[src/rtl/ser_tx_pkg.sv]
package ser_tx_pkg;

  typedef enum logic [2:0] {
    ST_IDLE,
    ST_START,
    ST_DATA,
    ST_PAR,
    ST_STOP1,
    ST_STOP2
  } txState_e;

  typedef enum logic [1:0] {
    SEL_MARK,
    SEL_START,
    SEL_DATA,
    SEL_PAR
  } lineSel_e;

  typedef struct packed {
    logic     lineUpd;
    lineSel_e sel;
    logic     loadShift;
    logic     forceMark;
  } txStrobe_t;

endpackage

[src/rtl/ser_tx_dp.sv]
module ser_tx_dp
  import ser_tx_pkg::*;
#(
  parameter int DATA_W = 8
) (
  input  logic              clk,
  input  logic              rstN,
  input  txStrobe_t         strb,
  input  logic              wrEn,
  input  logic [DATA_W-1:0] wrData,
  input  logic              mpBitIn,
  input  logic              cfgSevenBit,
  input  logic              cfgParityOdd,
  input  logic              cfgMpMode,
  output logic              txLine
);

  localparam logic [DATA_W-1:0] FULL_MASK  = '1;
  localparam logic [DATA_W-1:0] SHORT_MASK = FULL_MASK >> 1;

  logic [DATA_W-1:0] holdReg;
  logic [DATA_W-1:0] shiftReg;
  logic              parBit;
  logic [DATA_W-1:0] dataMask;
  logic              nextParity;

  assign dataMask   = cfgSevenBit ? SHORT_MASK : FULL_MASK;
  assign nextParity = cfgMpMode ? mpBitIn : ((^(holdReg & dataMask)) ^ cfgParityOdd);

  always_ff @(posedge clk or negedge rstN) begin
    if (!rstN) begin
      holdReg <= '0;
    end else if (wrEn) begin
      holdReg <= wrData;
    end
  end

  always_ff @(posedge clk or negedge rstN) begin
    if (!rstN) begin
      shiftReg <= '0;
      parBit   <= 1'b0;
    end else if (strb.loadShift) begin
      shiftReg <= holdReg;
      parBit   <= nextParity;
    end else if (strb.lineUpd && strb.sel == SEL_DATA) begin
      shiftReg <= shiftReg >> 1;
    end
  end

  always_ff @(posedge clk or negedge rstN) begin
    if (!rstN) begin
      txLine <= 1'b1;
    end else if (strb.forceMark) begin
      txLine <= 1'b1;
    end else if (strb.lineUpd) begin
      case (strb.sel)
        SEL_START: txLine <= 1'b0;
        SEL_DATA:  txLine <= shiftReg[0];
        SEL_PAR:   txLine <= parBit;
        default:   txLine <= 1'b1;
      endcase
    end
  end


  shift_on_data_chk: assert property (@(posedge clk) disable iff (!rstN)
    (strb.lineUpd && strb.sel == SEL_DATA && !strb.loadShift && !strb.forceMark)
      |=> txLine == $past(shiftReg[0]));

endmodule

[src/rtl/ser_tx_ctl.sv]
module ser_tx_ctl
  import ser_tx_pkg::*;
#(
  parameter int DATA_W = 8
) (
  input  logic      clk,
  input  logic      rstN,
  input  logic      txEnable,
  input  logic      bitTick,
  input  logic      wrValid,
  input  logic      cfgSevenBit,
  input  logic      cfgParityEn,
  input  logic      cfgMpMode,
  input  logic      cfgTwoStop,
  output txStrobe_t strb,
  output logic      emptyFlag,
  output logic      endFlag,
  output txState_e  state
);

  localparam int CNT_W = $clog2(DATA_W + 1);

  txState_e         stateN;
  logic [CNT_W-1:0] cnt, cntN;
  logic             pending, pendingN;
  logic             doLoad, setEnd, lineUpd;
  lineSel_e         sel;
  logic             goStop, goLeave;
  logic [CNT_W-1:0] nBits;
  logic             hasCheck;
  logic             tickEn;

  assign tickEn   = txEnable & bitTick;
  assign nBits    = cfgSevenBit ? CNT_W'(DATA_W - 1) : CNT_W'(DATA_W);
  assign hasCheck = cfgParityEn | cfgMpMode;

  always_comb begin
    stateN   = state;
    cntN     = cnt;
    pendingN = pending;
    doLoad   = 1'b0;
    setEnd   = 1'b0;
    lineUpd  = 1'b0;
    sel      = SEL_MARK;
    goStop   = 1'b0;
    goLeave  = 1'b0;
    if (tickEn) begin
      lineUpd = 1'b1;
      case (state)
        ST_IDLE: begin
          if (!emptyFlag) begin
            doLoad = 1'b1;
            sel    = SEL_START;
            stateN = ST_START;
          end
        end
        ST_START: begin
          sel    = SEL_DATA;
          cntN   = CNT_W'(1);
          stateN = ST_DATA;
        end
        ST_DATA: begin
          if (cnt < nBits) begin
            sel  = SEL_DATA;
            cntN = cnt + CNT_W'(1);
          end else if (hasCheck) begin
            sel    = SEL_PAR;
            stateN = ST_PAR;
          end else begin
            goStop = 1'b1;
          end
        end
        ST_PAR:   goStop = 1'b1;
        ST_STOP1: begin
          if (cfgTwoStop) begin
            sel    = SEL_MARK;
            stateN = ST_STOP2;
          end else begin
            goLeave = 1'b1;
          end
        end
        ST_STOP2: goLeave = 1'b1;
        default:  stateN = ST_IDLE;
      endcase
      if (goStop) begin
        sel    = SEL_MARK;
        stateN = ST_STOP1;
        if (!emptyFlag) begin
          doLoad   = 1'b1;
          pendingN = 1'b1;
        end else begin
          setEnd   = 1'b1;
          pendingN = 1'b0;
        end
      end
      if (goLeave) begin
        if (pending) begin
          sel    = SEL_START;
          stateN = ST_START;
        end else begin
          sel    = SEL_MARK;
          stateN = ST_IDLE;
        end
        pendingN = 1'b0;
      end
    end
  end

  always_ff @(posedge clk or negedge rstN) begin
    if (!rstN) begin
      state     <= ST_IDLE;
      cnt       <= '0;
      pending   <= 1'b0;
      emptyFlag <= 1'b1;
      endFlag   <= 1'b1;
    end else if (!txEnable) begin
      state     <= ST_IDLE;
      cnt       <= '0;
      pending   <= 1'b0;
      emptyFlag <= 1'b1;
      endFlag   <= 1'b1;
    end else begin
      state   <= stateN;
      cnt     <= cntN;
      pending <= pendingN;
      if (wrValid) begin
        emptyFlag <= 1'b0;
        endFlag   <= 1'b0;
      end else begin
        if (doLoad) emptyFlag <= 1'b1;
        if (setEnd) endFlag <= 1'b1;
      end
    end
  end

  always_comb begin
    strb.lineUpd   = lineUpd;
    strb.sel       = sel;
    strb.loadShift = doLoad;
    strb.forceMark = !txEnable;
  end


  wr_clears_flags_chk: assert property (@(posedge clk) disable iff (!rstN)
    (txEnable && wrValid) |=> (!emptyFlag && !endFlag));


  load_sets_empty_chk: assert property (@(posedge clk) disable iff (!rstN)
    (doLoad && !wrValid) |=> emptyFlag);


  end_at_stop_chk: assert property (@(posedge clk) disable iff (!rstN)
    ($rose(endFlag) && $past(txEnable)) |-> state == ST_STOP1);


  cnt_range_chk: assert property (@(posedge clk) disable iff (!rstN)
    cnt <= CNT_W'(DATA_W));


  state_hold_chk: assert property (@(posedge clk) disable iff (!rstN)
    (!bitTick && txEnable) |=> $stable(state));

endmodule

[src/rtl/ser_tx_dbuf.sv]
module ser_tx_dbuf
  import ser_tx_pkg::*;
#(
  parameter int DATA_W = 8
) (
  input  logic              clk,
  input  logic              rstN,
  input  logic              txEnable,
  input  logic              bitTick,
  input  logic              wrValid,
  input  logic [DATA_W-1:0] wrData,
  input  logic              mpBitIn,
  input  logic              cfgSevenBit,
  input  logic              cfgParityEn,
  input  logic              cfgParityOdd,
  input  logic              cfgMpMode,
  input  logic              cfgTwoStop,
  input  logic              emptyIeEn,
  input  logic              endIeEn,
  output logic              txLine,
  output logic              emptyFlag,
  output logic              endFlag,
  output logic              emptyIrq,
  output logic              endIrq
);

  txStrobe_t strb;
  txState_e  state;
  logic      wrEn;

  assign wrEn = txEnable & wrValid;

  ser_tx_ctl #(.DATA_W(DATA_W)) u_ctl (
    .clk        (clk),
    .rstN       (rstN),
    .txEnable   (txEnable),
    .bitTick    (bitTick),
    .wrValid    (wrValid),
    .cfgSevenBit(cfgSevenBit),
    .cfgParityEn(cfgParityEn),
    .cfgMpMode  (cfgMpMode),
    .cfgTwoStop (cfgTwoStop),
    .strb       (strb),
    .emptyFlag  (emptyFlag),
    .endFlag    (endFlag),
    .state      (state)
  );

  ser_tx_dp #(.DATA_W(DATA_W)) u_dp (
    .clk         (clk),
    .rstN        (rstN),
    .strb        (strb),
    .wrEn        (wrEn),
    .wrData      (wrData),
    .mpBitIn     (mpBitIn),
    .cfgSevenBit (cfgSevenBit),
    .cfgParityOdd(cfgParityOdd),
    .cfgMpMode   (cfgMpMode),
    .txLine      (txLine)
  );

  assign emptyIrq = emptyIeEn & emptyFlag & txEnable;
  assign endIrq   = endIeEn & endFlag & txEnable;


  disabled_mark_chk: assert property (@(posedge clk) disable iff (!rstN)
    !txEnable |=> (txLine && emptyFlag && endFlag));


  start_low_chk: assert property (@(posedge clk) disable iff (!rstN)
    (state == ST_START) |-> !txLine);


  line_hold_chk: assert property (@(posedge clk) disable iff (!rstN)
    (!bitTick && txEnable) |=> $stable(txLine));


  idle_high_chk: assert property (@(posedge clk) disable iff (!rstN)
    (state == ST_IDLE) |-> txLine);

endmodule

[config.mk]
export PLATFORM = sky130hd
export DESIGN_NAME = ser_tx_dbuf
export DESIGN_NICKNAME = d
export VERILOG_FILES = /design/src/rtl/ser_tx_pkg.sv /design/src/rtl/ser_tx_dp.sv /design/src/rtl/ser_tx_ctl.sv /design/src/rtl/ser_tx_dbuf.sv
export SDC_FILE = /design/constraint.sdc
export NUM_CORES = 1
export LEC_CHECK = 0
export CORE_MARGIN = 2
export CORE_UTILIZATION = 49
export DETAILED_ROUTE_END_ITERATION = 12
export GPL_ROUTABILITY_DRIVEN = 0
export PLACE_DENSITY_LB_ADDON = 0.3
export SLEW_MARGIN = 20
export SYNTH_ARGS = -nofsm -noshare
export SYNTH_HDL_FRONTEND = slang
export SYNTH_SLANG_ARGS = --single-unit
[constraint.sdc]
create_clock -name clk -period 2.1 [get_ports clk]
set_clock_uncertainty 0.1 [all_clocks]
set_input_delay 0.315 -clock clk [delete_from_list [all_inputs] [get_ports clk]]
set_output_delay 0.315 -clock clk [all_outputs]
set_load 0.03 [all_outputs]
# Yosys cells after proc, flatten, opt, wreduce, memory -nomap -nowiden
# Cells that the tools add are included.
# op_classes
mux	56
div	0
order_cmp	1
n_bitwise	9
n_eq_ne	20
addsub	1
reduce_logical	8
multipliers	0
n_shift	0
# op_table
cell	count
1-bit two-way mux	30
3-bit two-way mux	8
8-bit two-way mux	3
4-bit two-way mux	4
3-bit case mux with 5 select lines	1
3-bit by 1-bit != test with 1-bit output (second input constant)	4
2-bit two-way mux	5
5-bit != test (second input constant)	2
8-bit AND	1
4-bit case mux with 2 select lines	1
8-bit XOR reduction	1
1-bit AND	6
3-bit by 2-bit equality test with 1-bit output (second input constant)	2
3-bit equality test (second input constant)	2
2-bit case mux with 3 select lines	1
6-bit AND reduction	1
5-bit by 2-bit != test with 1-bit output (second input constant)	1
5-bit by 3-bit != test with 1-bit output (second input constant)	1
4-bit by 1-bit adder with 4-bit output (second input constant)	1
2-bit equality test (second input constant)	2
4-bit < comparator	1
2-bit by 1-bit != test with 1-bit output (second input constant)	2
4-bit by 2-bit != test with 1-bit output (second input constant)	1
1-bit case mux with 2 select lines	2
other kinds (12)	12
# totals
in_bits	21
word_cells	104
ramBits	0
mem_bits_ro	0
mem_count	0
output_inout_bits	5
ff_bits	28
latchBits	0

# Logic depth before layout (Yosys ltp)
# Gate-level depths: netlist of run 1.
# logic_depth
depth_word	12
depth_mapped	8
mapped_depth_nobuf	7

# Hierarchy
# From an unflattened synthesis of run 1, not the netlist that was laid out.
# hier_totals
hier_cells	174
hier_area_um2	1749.2
# modules_own_cells
module	cells_per_inst	seq_area_each_um2	area_each_um2	n_inst
ser_tx_ctl	99	252.7	873.3	1
ser_tx_dp	72	451.7	857.1	1
ser_tx_dbuf	3	0.0	18.8	1

# Least setup slack after synthesis of run 1
# OpenSTA, ideal clock, no wires.
# synth_path
kind	register to register
start	reg u_ctl.cnt[3]
end	reg u_dp.shiftReg[1]
period_less_slack_ps	2047
n_path_buf	1
t_arrival_ps	1820
stages_incl_launch_ff	8
setup_time_ps	127
t_required_ps	1873
setup_slack_ps	53
cell_sequence	dfrtp_1 -> ha_1 -> a21oi_1 -> o211ai_2 -> a211oi_4 -> and2_4 -> buf_6 -> o211ai_2
# synth_between
elab_chain_cells	10
word_cells_on_any_way	15
classes_between	1 x order compare; 1 x eq/ne; 11 x mux; 2 x reduce/logical
# synth_lines
element	line_no	source
start, declared	ser_tx_ctl.sv:24	logic [CNT_W-1:0] cnt, cntN;
start signal, assigned	ser_tx_ctl.sv:124	cnt <= cntN;
4-bit < comparator (*)	ser_tx_ctl.sv:63	if (cnt < nBits) begin
1-bit two-way mux	ser_tx_ctl.sv:63	
1-bit case mux with 2 select lines	ser_tx_ctl.sv:49	case (state)
1-bit two-way mux	ser_tx_ctl.sv:47	if (tickEn) begin
2-bit two-way mux	ser_tx_ctl.sv:85	if (goStop) begin
2-bit two-way mux	ser_tx_ctl.sv:96	if (goLeave) begin
2-bit two-way mux	ser_tx_ctl.sv:47	
2-bit equality test	ser_tx_dp.sv:45	end else if (strb.lineUpd && strb.sel == SEL_DATA) begin
1-bit logical AND	ser_tx_dp.sv:45	
2-bit nonzero test (no source line)	--	
end signal, assigned	ser_tx_dp.sv:43	shiftReg <= holdReg;
end signal, assigned	ser_tx_dp.sv:46	shiftReg <= shiftReg >> 1;
end, declared	ser_tx_dp.sv:22	logic [DATA_W-1:0] shiftReg;
# Mark *: on every way between the ends. The rest lies on a longest branch, timed or not. The select of a mux whose other input is x is not followed.
# A chain may end at the register's enable or synchronous reset.

# Worst setup path after layout of run 1
# layout_path
start	reg u_ctl.cnt[2]
end	reg u_ctl.pending
# layout_between
elab_chain_cells	6
# layout_lines
element	line_no	source
4-bit < comparator	ser_tx_ctl.sv:63	
1-bit two-way mux	ser_tx_ctl.sv:63	
1-bit case mux with 2 select lines	ser_tx_ctl.sv:49	
1-bit two-way mux	ser_tx_ctl.sv:47	
3-bit by 1-bit != test with 1-bit output (no source line)	--	
2-bit AND reduction (no source line)	--	
end signal, assigned	ser_tx_ctl.sv:125	pending <= pendingN;
end, declared	ser_tx_ctl.sv:25	logic pending, pendingN;
# No other way between the ends. The select of a mux whose other input is x is not followed.

==> results of run 1 <==
[worst register-to-register path: cells and delay by family (launching register included)]
kind	cells	cell delay [ns]
AND/OR/NAND/NOR	1	0.07
flip-flops	1	0.44
adder cells (fa/ha/maj)	1	0.36
AO/OA/AOI/OAI	4	0.57
buffers and inverters	3	0.39
[state kept, by name, indices dropped and copies added (netlist names), 3 cells and up]
register / flops
u_ctl.cnt: 4
u_dp.holdReg: 8
u_dp.shiftReg: 8
u_ctl.state: 3
[metal layers]
layer	GRT usage	up-vias
met5	0	-
met1	0.278	742
met4	0.0904	0
li1	-	730
met3	0.0295	7
met2	0.374	33
[kinds of logic (layout without fill, tap and decap cells)]
group           after synthesis  in the layout  synth area share
compound gates               46             46             0.218
mux                          12             12            0.0720
simple gates                 72             72             0.213
flops                        28             28             0.390
fa+ha+maj                     4              4            0.0277
xor+xnor                      7              7            0.0416
buf+inv                      12             52            0.0374
[metrics by stage]
stage / util / total power [mW] / instance area, um2 / hold slack [ns]
2_1_floorplan: - / 1.11 / 1810 / -0.0806
3_3_place_gp: 0.602 / 1.24 / 2170 / 0.364
3_5_place_dp: 0.602 / 1.27 / 2170 / 0.363
4_1_cts: 0.636 / 1.72 / 2290 / 0.312
5_1_grt: 0.662 / 1.83 / 2390 / 0.344
6_report: 0.662 / 1.73 / 2390 / 0.294
[repair_timing]
action / CTS / global route
resized for setup: 6 / 14
cloned: 0 / 0
pin swaps: 4 / 7
setup buffers: 4 / 2
setup endpoints to repair: 15 / 14
[worst paths after layout]
kind / start / slack [ns] / end
min in group clk: u_dp.txLine / 0.38 / u_dp.txLine
hold reg to reg: u_dp.txLine / 0.38 / u_dp.txLine
setup / recovery: u_ctl.cnt[2] / 0.05 / u_ctl.pending
setup reg to reg: u_ctl.cnt[2] / 0.05 / u_ctl.pending
max in group asynchronous: rstN / 1.29 / u_ctl.endFlag
hold / removal: rstN / 0.29 / u_ctl.cnt[1]
[cell type report]
type / count / share of cell area
timing repair buffer: 44 / 0.167
inverter: 4 / 0.00629
sequential: 28 / 0.296
clock inverter: 1 / 0.0126
tap: 48 / 0.0252
clock buffer: 3 / 0.0173
multi-input combinational: 141 / 0.476
[cells in the final DEF (no fill, tap or decap), types with 4 or more instances in the layout]
cell type and n:
and3_1 4, buf_4 20, clkdlybuf4s50_1 22, dfrtp_1 24, inv_1 4, mux2_2 8, nand2_1 27, nand3_1 10
nor2_1 8, nor2b_1 6, o211ai_2 6, o21ai_0 9, o21ai_1 4, xnor2_1 5
[where the power goes]
part           internal [mW]  switching [mW]
Sequential             0.658          0.0921
Clock                  0.256           0.183
Combinational          0.293           0.252
Total                   1.21           0.527
==> results.toml, run 1 <==
[synth]
synth_commonest_cells = "27 x nand2_1, 25 x dfrtp_1, 10 x nand3_1"
synth_top_flop_cell = "dfrtp_1"
synth_largest_area_cell = "dfrtp_1"
synth.avg_cell_area_um2 = 9.98
synth-edff-count = 0
synth-seq-cells = 28
synth_area_um2 = 1810
seq_area_frac_synth = 0.390
post-synth-top-count-cell = "nand2_1"
ys_types = 52
synth.top_cells.by_area = "dfrtp_1 35%, nand2_1 5.6%, o211ai_2 5.5%"
syn-num-nets = 206
synth_top_cell_area_share = 0.346
synth_warnings = 0
synth_cells = 181
async_reset_ff_frac = 1.00

[global_route]
gr-total-overflow = 0
grt_start_max_net_pins = 29
grt_pass1_wl_mm = 7.11
first_global_vias = 1571
grtUsageTotal = 0.219
antenna_found_initial = 0

[floorplanning]
io_pins = 26
coreArea_um2 = 3610
die_area_um2 = 4190
die_h_um = 64.7
die_w_um = 64.7
rows = 22
initial_core_util = 0.501

[route]
met1_length_mm = 1.87
vias_per_cell = 5.62
finalWirelength_mm = 4.30
wl_per_cell_um = 16.0
wl_met2_mm = 2.24
antenna_left = 0
vias = 1512
wl_met3_um = 113
dr.pass1.iters = 4
highest_layer = "met4"
drt_iter0_markers = 86
drc = 0

[setup_path]
path_buf_inv = 3
arrival_ns = 2.13
path_cells = "ha_1, o211ai_4, o21ai_4, a32oi_2, buf_4, buf_4, buf_4, a32oi_1, nor2b_1"
cp.required_ns = 2.18
cpPeakStageDelay_ns = 0.44
crit_type = "flop to flop"
cp_top_family = "compound AO/OA/AOI/OAI gates"
start_kind = "flop"
worst-r2r-cell-count = 9
cp.depth = 9
critPathMaxFanout = 4
path_common_cell = "buf_4"
crit_path_end_kind = "flop"
crit_slowest_cell = "dfrtp_1"

[final_layout]
drive_above_1_share = 0.290
nFillCells = 279
area_growth_pct = 32.1
fin_nets = 247
antennaDiodeCount = 0
multi_input_area_um2 = 1140
finalNonFillerCells = 269
ff_latch_area_um2 = 706

[place]
dp_slack_ns = -0.568
port_buffers = 25
post-place-cells = 259
dpl.hpwl_mm = 3.09

[clock_tree]
hold_buffers = 0
numCtsBuffers = 3
cts.clk_slew.worst_paths_ns = 0.10
clock-sinks = 28
h-tree-depth = 1
tritoncts = "yes"
clock_path_buffers = 2
cts-root-buf = "clkbuf_8"
insertion_delay_ns = 0.29

[timing]
timing.final.crit_period_ns = 2.05
fmax_mhz = 489
tns_ns = 0
slew_viol_final = 0
finalHoldViolations = 0
fin_ws_ns = 0.0538
finalCritPeriodShare = 0.974
finalSetupViolCount = 0
tightest_slew_ns = 0.426
slew_headroom = 0.715

[run_status]
outcome = "finished clean"

[flow_run]
drv_cap = 0

[power_and_ir_drop]
power.density_nw_per_um2 = 726
p_leak_nw = 1.03
peakVddDrop_uv = 420

[min_path]
hp-class = "primary input to asynchronous set/reset pin"
No activity file was read; power rests on OpenSTA's default activity.
==> run 2: changes to the inputs <==
CORE_UTILIZATION = 54   (was 49)
SLEW_MARGIN = default   (was 20)
TNS_END_PERCENT = 100   (was default)
clock period = 1.9 ns   (was 2.1 ns; I/O delays follow)
==> run 2 against run 1 <==
Net effect:
- the flow now finishes with violations (setup timing)
- worst setup slack lost 0.14 ns
- worst hold slack worse by 0.11 ns
- cell count up 5.9%
- global-route usage rose by 4.9 points
- via count up 9.1%
- largest power group unchanged
- non-clock buffer count is 18 higher
==> results.toml, run 2 (synthesis gave the netlist of run 1 again) <==
[route]
finalWirelength_mm = 4.74
vias_per_cell = 5.79
dr.pass1.iters = 4
drt_iter0_markers = 122
vias = 1650
wl_per_cell_um = 16.6
drc = 0
antenna_left = 0

[setup_path]
crit_end = "u_dp.shiftReg[0]"
cp.required_ns = 2.04
reg2reg_to = "u_dp.shiftReg[0]"
crit_type = "flop to flop"
reg2reg_slack_ns = -0.09
start_kind = "flop"
arrival_ns = 2.13
crit_path_end_kind = "flop"
worst-r2r-cell-count = 6
startpoint = "u_ctl.cnt[1]"
critPathMaxFanout = 8
r2r-start = "u_ctl.cnt[1]"

[global_route]
first_global_vias = 1624
grt_use_met3 = 0.0290
grt_pass1_wl_mm = 7.41
grt_use_met2 = 0.468
gr-total-overflow = 0
top_usage_layer = "met2"
grtUsageTotal = 0.267
antenna_found_initial = 0
use_met1 = 0.331
grt_start_max_net_pins = 29

[clock_tree]
numCtsBuffers = 3
insertion_delay_ns = 0.35
h-tree-depth = 1
clock_path_buffers = 2
cts.clk_slew.worst_paths_ns = 0.16
cts-root-buf = "clkbuf_4"
hold_buffers = 0
tritoncts = "yes"
clock-sinks = 28

[timing]
fin_ws_ns = -0.0882
holdWs_ns = 0.181
tightest_slew_ns = 0.494
slew_headroom = 0.669
fmax_mhz = 503
finalSetupViolCount = 12
finalHoldViolations = 0
rsz0062_at_grt = "yes"
finalCritPeriodShare = 1.05
timing.final.crit_period_ns = 1.99
tns_ns = -0.704
slew_viol_final = 0

[power_and_ir_drop]
p_switching_mw = 0.599
power_mw = 1.91
p_seq_frac = 0.429
p_leak_nw = 1.12
power_frac_comb = 0.360
power.density_nw_per_um2 = 747
p_int_mw = 1.31
pwr-share-clk = 0.211
swShare = 0.314
peakVddDrop_uv = 616

[final_layout]
nFillCells = 202
drive_above_1_share = 0.393
mostFrequentLayoutCells = "34 x buf_4, 23 x nand2_1, 23 x dfrtp_1"
top_regs = "u_dp.holdReg: 8 flops, u_dp.shiftReg: 8 flops, u_ctl.cnt: 4 flops"
postLayoutCellArea_um2 = 2550
final_common_cell = "buf_4"
area_growth_pct = 41.1
antennaDiodeCount = 0
utilization = 0.776
fin_nets = 265
finalNonFillerCells = 285

[place]
placed_area_um2 = 2320
dp_slack_ns = -0.614
post-place-cells = 277
port_buffers = 25
dpl.hpwl_mm = 3.32

[floorplanning]
die_area_um2 = 3820
rows = 21
initial_core_util = 0.550
die_w_um = 61.8
io_pins = 26
die_h_um = 61.8
coreArea_um2 = 3280

[flow_run]
drv_cap = 0

[run_status]
violations = "setup timing"
outcome = "finished with violations"

[min_path]
hp-class = "primary input to asynchronous set/reset pin"
## run 2: changes by cell type in the layout (fill, tap and decap cells not counted), moves of 4 or more
| cell | previous run | this run |
|---|---|---|
| buf_4 | 20 | 34 |
| buf_6 | 0 | 5 |
| nand2_1 | 27 | 23 |
| nand2_2 | 0 | 4 |
## run 2: worst min-delay path by stage
stage,to,cells past startpoint,startpoint
global route,u_ctl.cnt[2],2,rstN
floorplan,u_ctl.cnt[0],0,rstN
finish,u_ctl.cnt[0],2,rstN
global placement,u_dp.txLine,2,u_dp.txLine
CTS,u_ctl.cnt[0],2,rstN
detailed placement,u_dp.txLine,2,u_dp.txLine
## run 2: power groups by stage
stage / Sequential (mW) / Clock (mW) / Combinational (mW)
after floorplan: 0.808 / 0 / 0.416
after global placement: 0.813 / 0 / 0.592
after detailed placement: 0.821 / 0 / 0.624
after CTS: 0.813 / 0.412 / 0.661
after global routing: 0.828 / 0.434 / 0.746
final: 0.816 / 0.402 / 0.686
## run 2: final cells by class
type,instances,area [um2],area share
repair buffers,62,537,0.211
clock buffers,3,22.5,0.00884
well taps,46,57.6,0.0226
inverters,4,15.0,0.00589
flip-flops and latches,28,707,0.277
multi-input cells,141,1180,0.463
clock inverters,1,30.0,0.0118
## run 2: layer usage
metal | vias up | wire length (um)
li1 | 773 | -
met1 | 781 | 1960
met2 | 81 | 2410
met3 | 15 | 238
met4 | 0 | 119
met5 | - | 0
## run 2: critical path, stage by stage, from the launching register on
cell	delay, ns
dfrtp_1	0.45
ha_4	0.26
o211ai_4	0.23
o211ai_2	0.15
a211oi_4	0.28
and2_4	0.29
o311ai_4	0.11
## run 2: timing repair
action / in CTS / in global routing
buffers inserted: 3 / 2
gates cloned: 0 / 0
pin swaps: 18 / 7
resized for setup: 23 / 13
endpoints found under the setup margin: 19 / 16
hold endpoints to repair: 0 / 0
==> run 3: changes to the inputs <==
SKIP_LAST_GASP = 1   (was default)
==> run 3 against run 2 <==
Net effect:
- the flow still finishes with violations (setup timing)
- via count down 1.3%
- routed wire length down 1.6%
- core utilization down 0.19 points
- clock-buffer cell count unchanged
- worst setup slack worse by 0.0023 ns
- cell count unchanged
- non-clock buffer count unchanged
- register-to-register slack about the same
- combinational power about the same
- highest routed layer unchanged
==> results.toml, run 3 (synthesis gave the netlist of run 1 again) <==
[power_and_ir_drop]
pwr-share-clk = 0.212
power.density_nw_per_um2 = 749
p_switching_mw = 0.599
power_mw = 1.90
peakVddDrop_uv = 620
p_seq_frac = 0.429
p_leak_nw = 1.11
swShare = 0.314
power_frac_comb = 0.359
p_int_mw = 1.30

[floorplanning]
die_w_um = 61.8
rows = 21
coreArea_um2 = 3280
io_pins = 26
die_area_um2 = 3820
initial_core_util = 0.550
die_h_um = 61.8

[place]
port_buffers = 25
placed_area_um2 = 2320
dpl.hpwl_mm = 3.32

[timing]
slew_headroom = 0.664
fmax_mhz = 502
timing.final.crit_period_ns = 1.99
slew_viol_final = 0
fin_ws_ns = -0.0906
rsz0062_at_grt = "yes"
tns_ns = -0.694
finalCritPeriodShare = 1.05
tightest_slew_ns = 0.501
finalSetupViolCount = 12
finalHoldViolations = 0

[setup_path]
arrival_ns = 2.15
start_kind = "flop"
critPathMaxFanout = 4
crit_type = "flop to flop"
crit_path_end_kind = "flop"
cp.required_ns = 2.06

[final_layout]
mostFrequentLayoutCells = "35 x buf_4, 23 x nand2_1, 23 x dfrtp_1"
antennaDiodeCount = 0
top_regs = "u_dp.holdReg: 8 flops, u_dp.shiftReg: 8 flops, u_ctl.cnt: 4 flops"
fin_nets = 265
area_growth_pct = 40.7
drive_above_1_share = 0.389
postLayoutCellArea_um2 = 2540
final_common_cell = "buf_4"

[clock_tree]
clock-sinks = 28
hold_buffers = 0
clock_path_buffers = 2
tritoncts = "yes"
cts-root-buf = "clkbuf_4"
cts.clk_slew.worst_paths_ns = 0.16
numCtsBuffers = 3
h-tree-depth = 1
insertion_delay_ns = 0.34

[route]
finalWirelength_mm = 4.66
drt_iter0_markers = 96
wl_per_cell_um = 16.3
vias = 1629
vias_per_cell = 5.72
dr.pass1.iters = 4
antenna_left = 0
drc = 0

[run_status]
violations = "setup timing"
outcome = "finished with violations"

[global_route]
first_global_vias = 1624
grt_pass1_wl_mm = 7.41
grt_start_max_net_pins = 29
gr-total-overflow = 0
antenna_found_initial = 0
grtUsageTotal = 0.267

[flow_run]
drv_cap = 0

[min_path]
hp-class = "primary input to asynchronous set/reset pin"
==> run 3: cell type report <==
cell class                      count  area (um2)
Clock inverter                      1        30.0
Fill cell                         202         742
Inverter                            4        15.0
Timing Repair Buffer               62         533
Tap cell                           46        57.6
Sequential cell                    28         707
Multi-Input combinational cell    141        1180
Clock buffer                        3        22.5
==> run 3: layer usage <==
metal,GRT usage,share of wire
met3,0.0290,0.047
met4,0.119,0.028
met1,0.331,0.42
met2,0.468,0.51
met5,0,0
==> run 3: power by group through the flow <==
| stage | clock network, mW | logic (mW) | registers (mW) |
|---|---|---|---|
| 6_report | 0.404 | 0.684 | 0.816 |
| 5_1_grt | 0.430 | 0.742 | 0.827 |
| 4_1_cts | 0.412 | 0.661 | 0.813 |
| 3_5_place_dp | 0 | 0.624 | 0.821 |
| 3_3_place_gp | 0 | 0.592 | 0.813 |
| 2_1_floorplan | 0 | 0.416 | 0.808 |
==> run 3: what timing repair did <==
action                     4_1_cts  5_1_grt
setup endpoints to repair       19       16
resized for setup               23       11
buffers inserted                 3        2
pin swaps                       18        6
==> run 3: worst paths after layout <==
path | from | end | slack, ns | cells past startpoint
max in group asynchronous | rstN | u_dp.txLine | 1.20 | 2
min in group clk | u_dp.txLine | u_dp.txLine | 0.37 | 2
max reg2reg | u_ctl.cnt[1] | u_dp.shiftReg[0] | -0.09 | 7
min | rstN | u_ctl.cnt[0] | 0.18 | 2
min reg2reg | u_dp.txLine | u_dp.txLine | 0.37 | 2
max | u_ctl.cnt[1] | u_dp.shiftReg[0] | -0.09 | 7
==> run 3: per-stage QoR <==
stage	setup slack [ns]	utilization	instances	hold slack (ns)
6_report	-0.0906	0.774	285	0.185
5_1_grt	-0.151	0.774	285	0.228
4_1_cts	-0.0613	0.757	284	0.192
3_5_place_dp	-0.614	0.707	277	0.359
3_3_place_gp	-0.538	0.707	277	0.361
2_1_floorplan	-0.121	-	181	-0.111
==> run 3: worst max-delay path, cell delays in order, from the launching register on <==
cell      delay, ns
dfrtp_1        0.45
ha_4           0.26
o211ai_4       0.23
o211ai_2       0.16
buf_4          0.18
and3_4         0.17
buf_4          0.14
o311ai_4       0.21
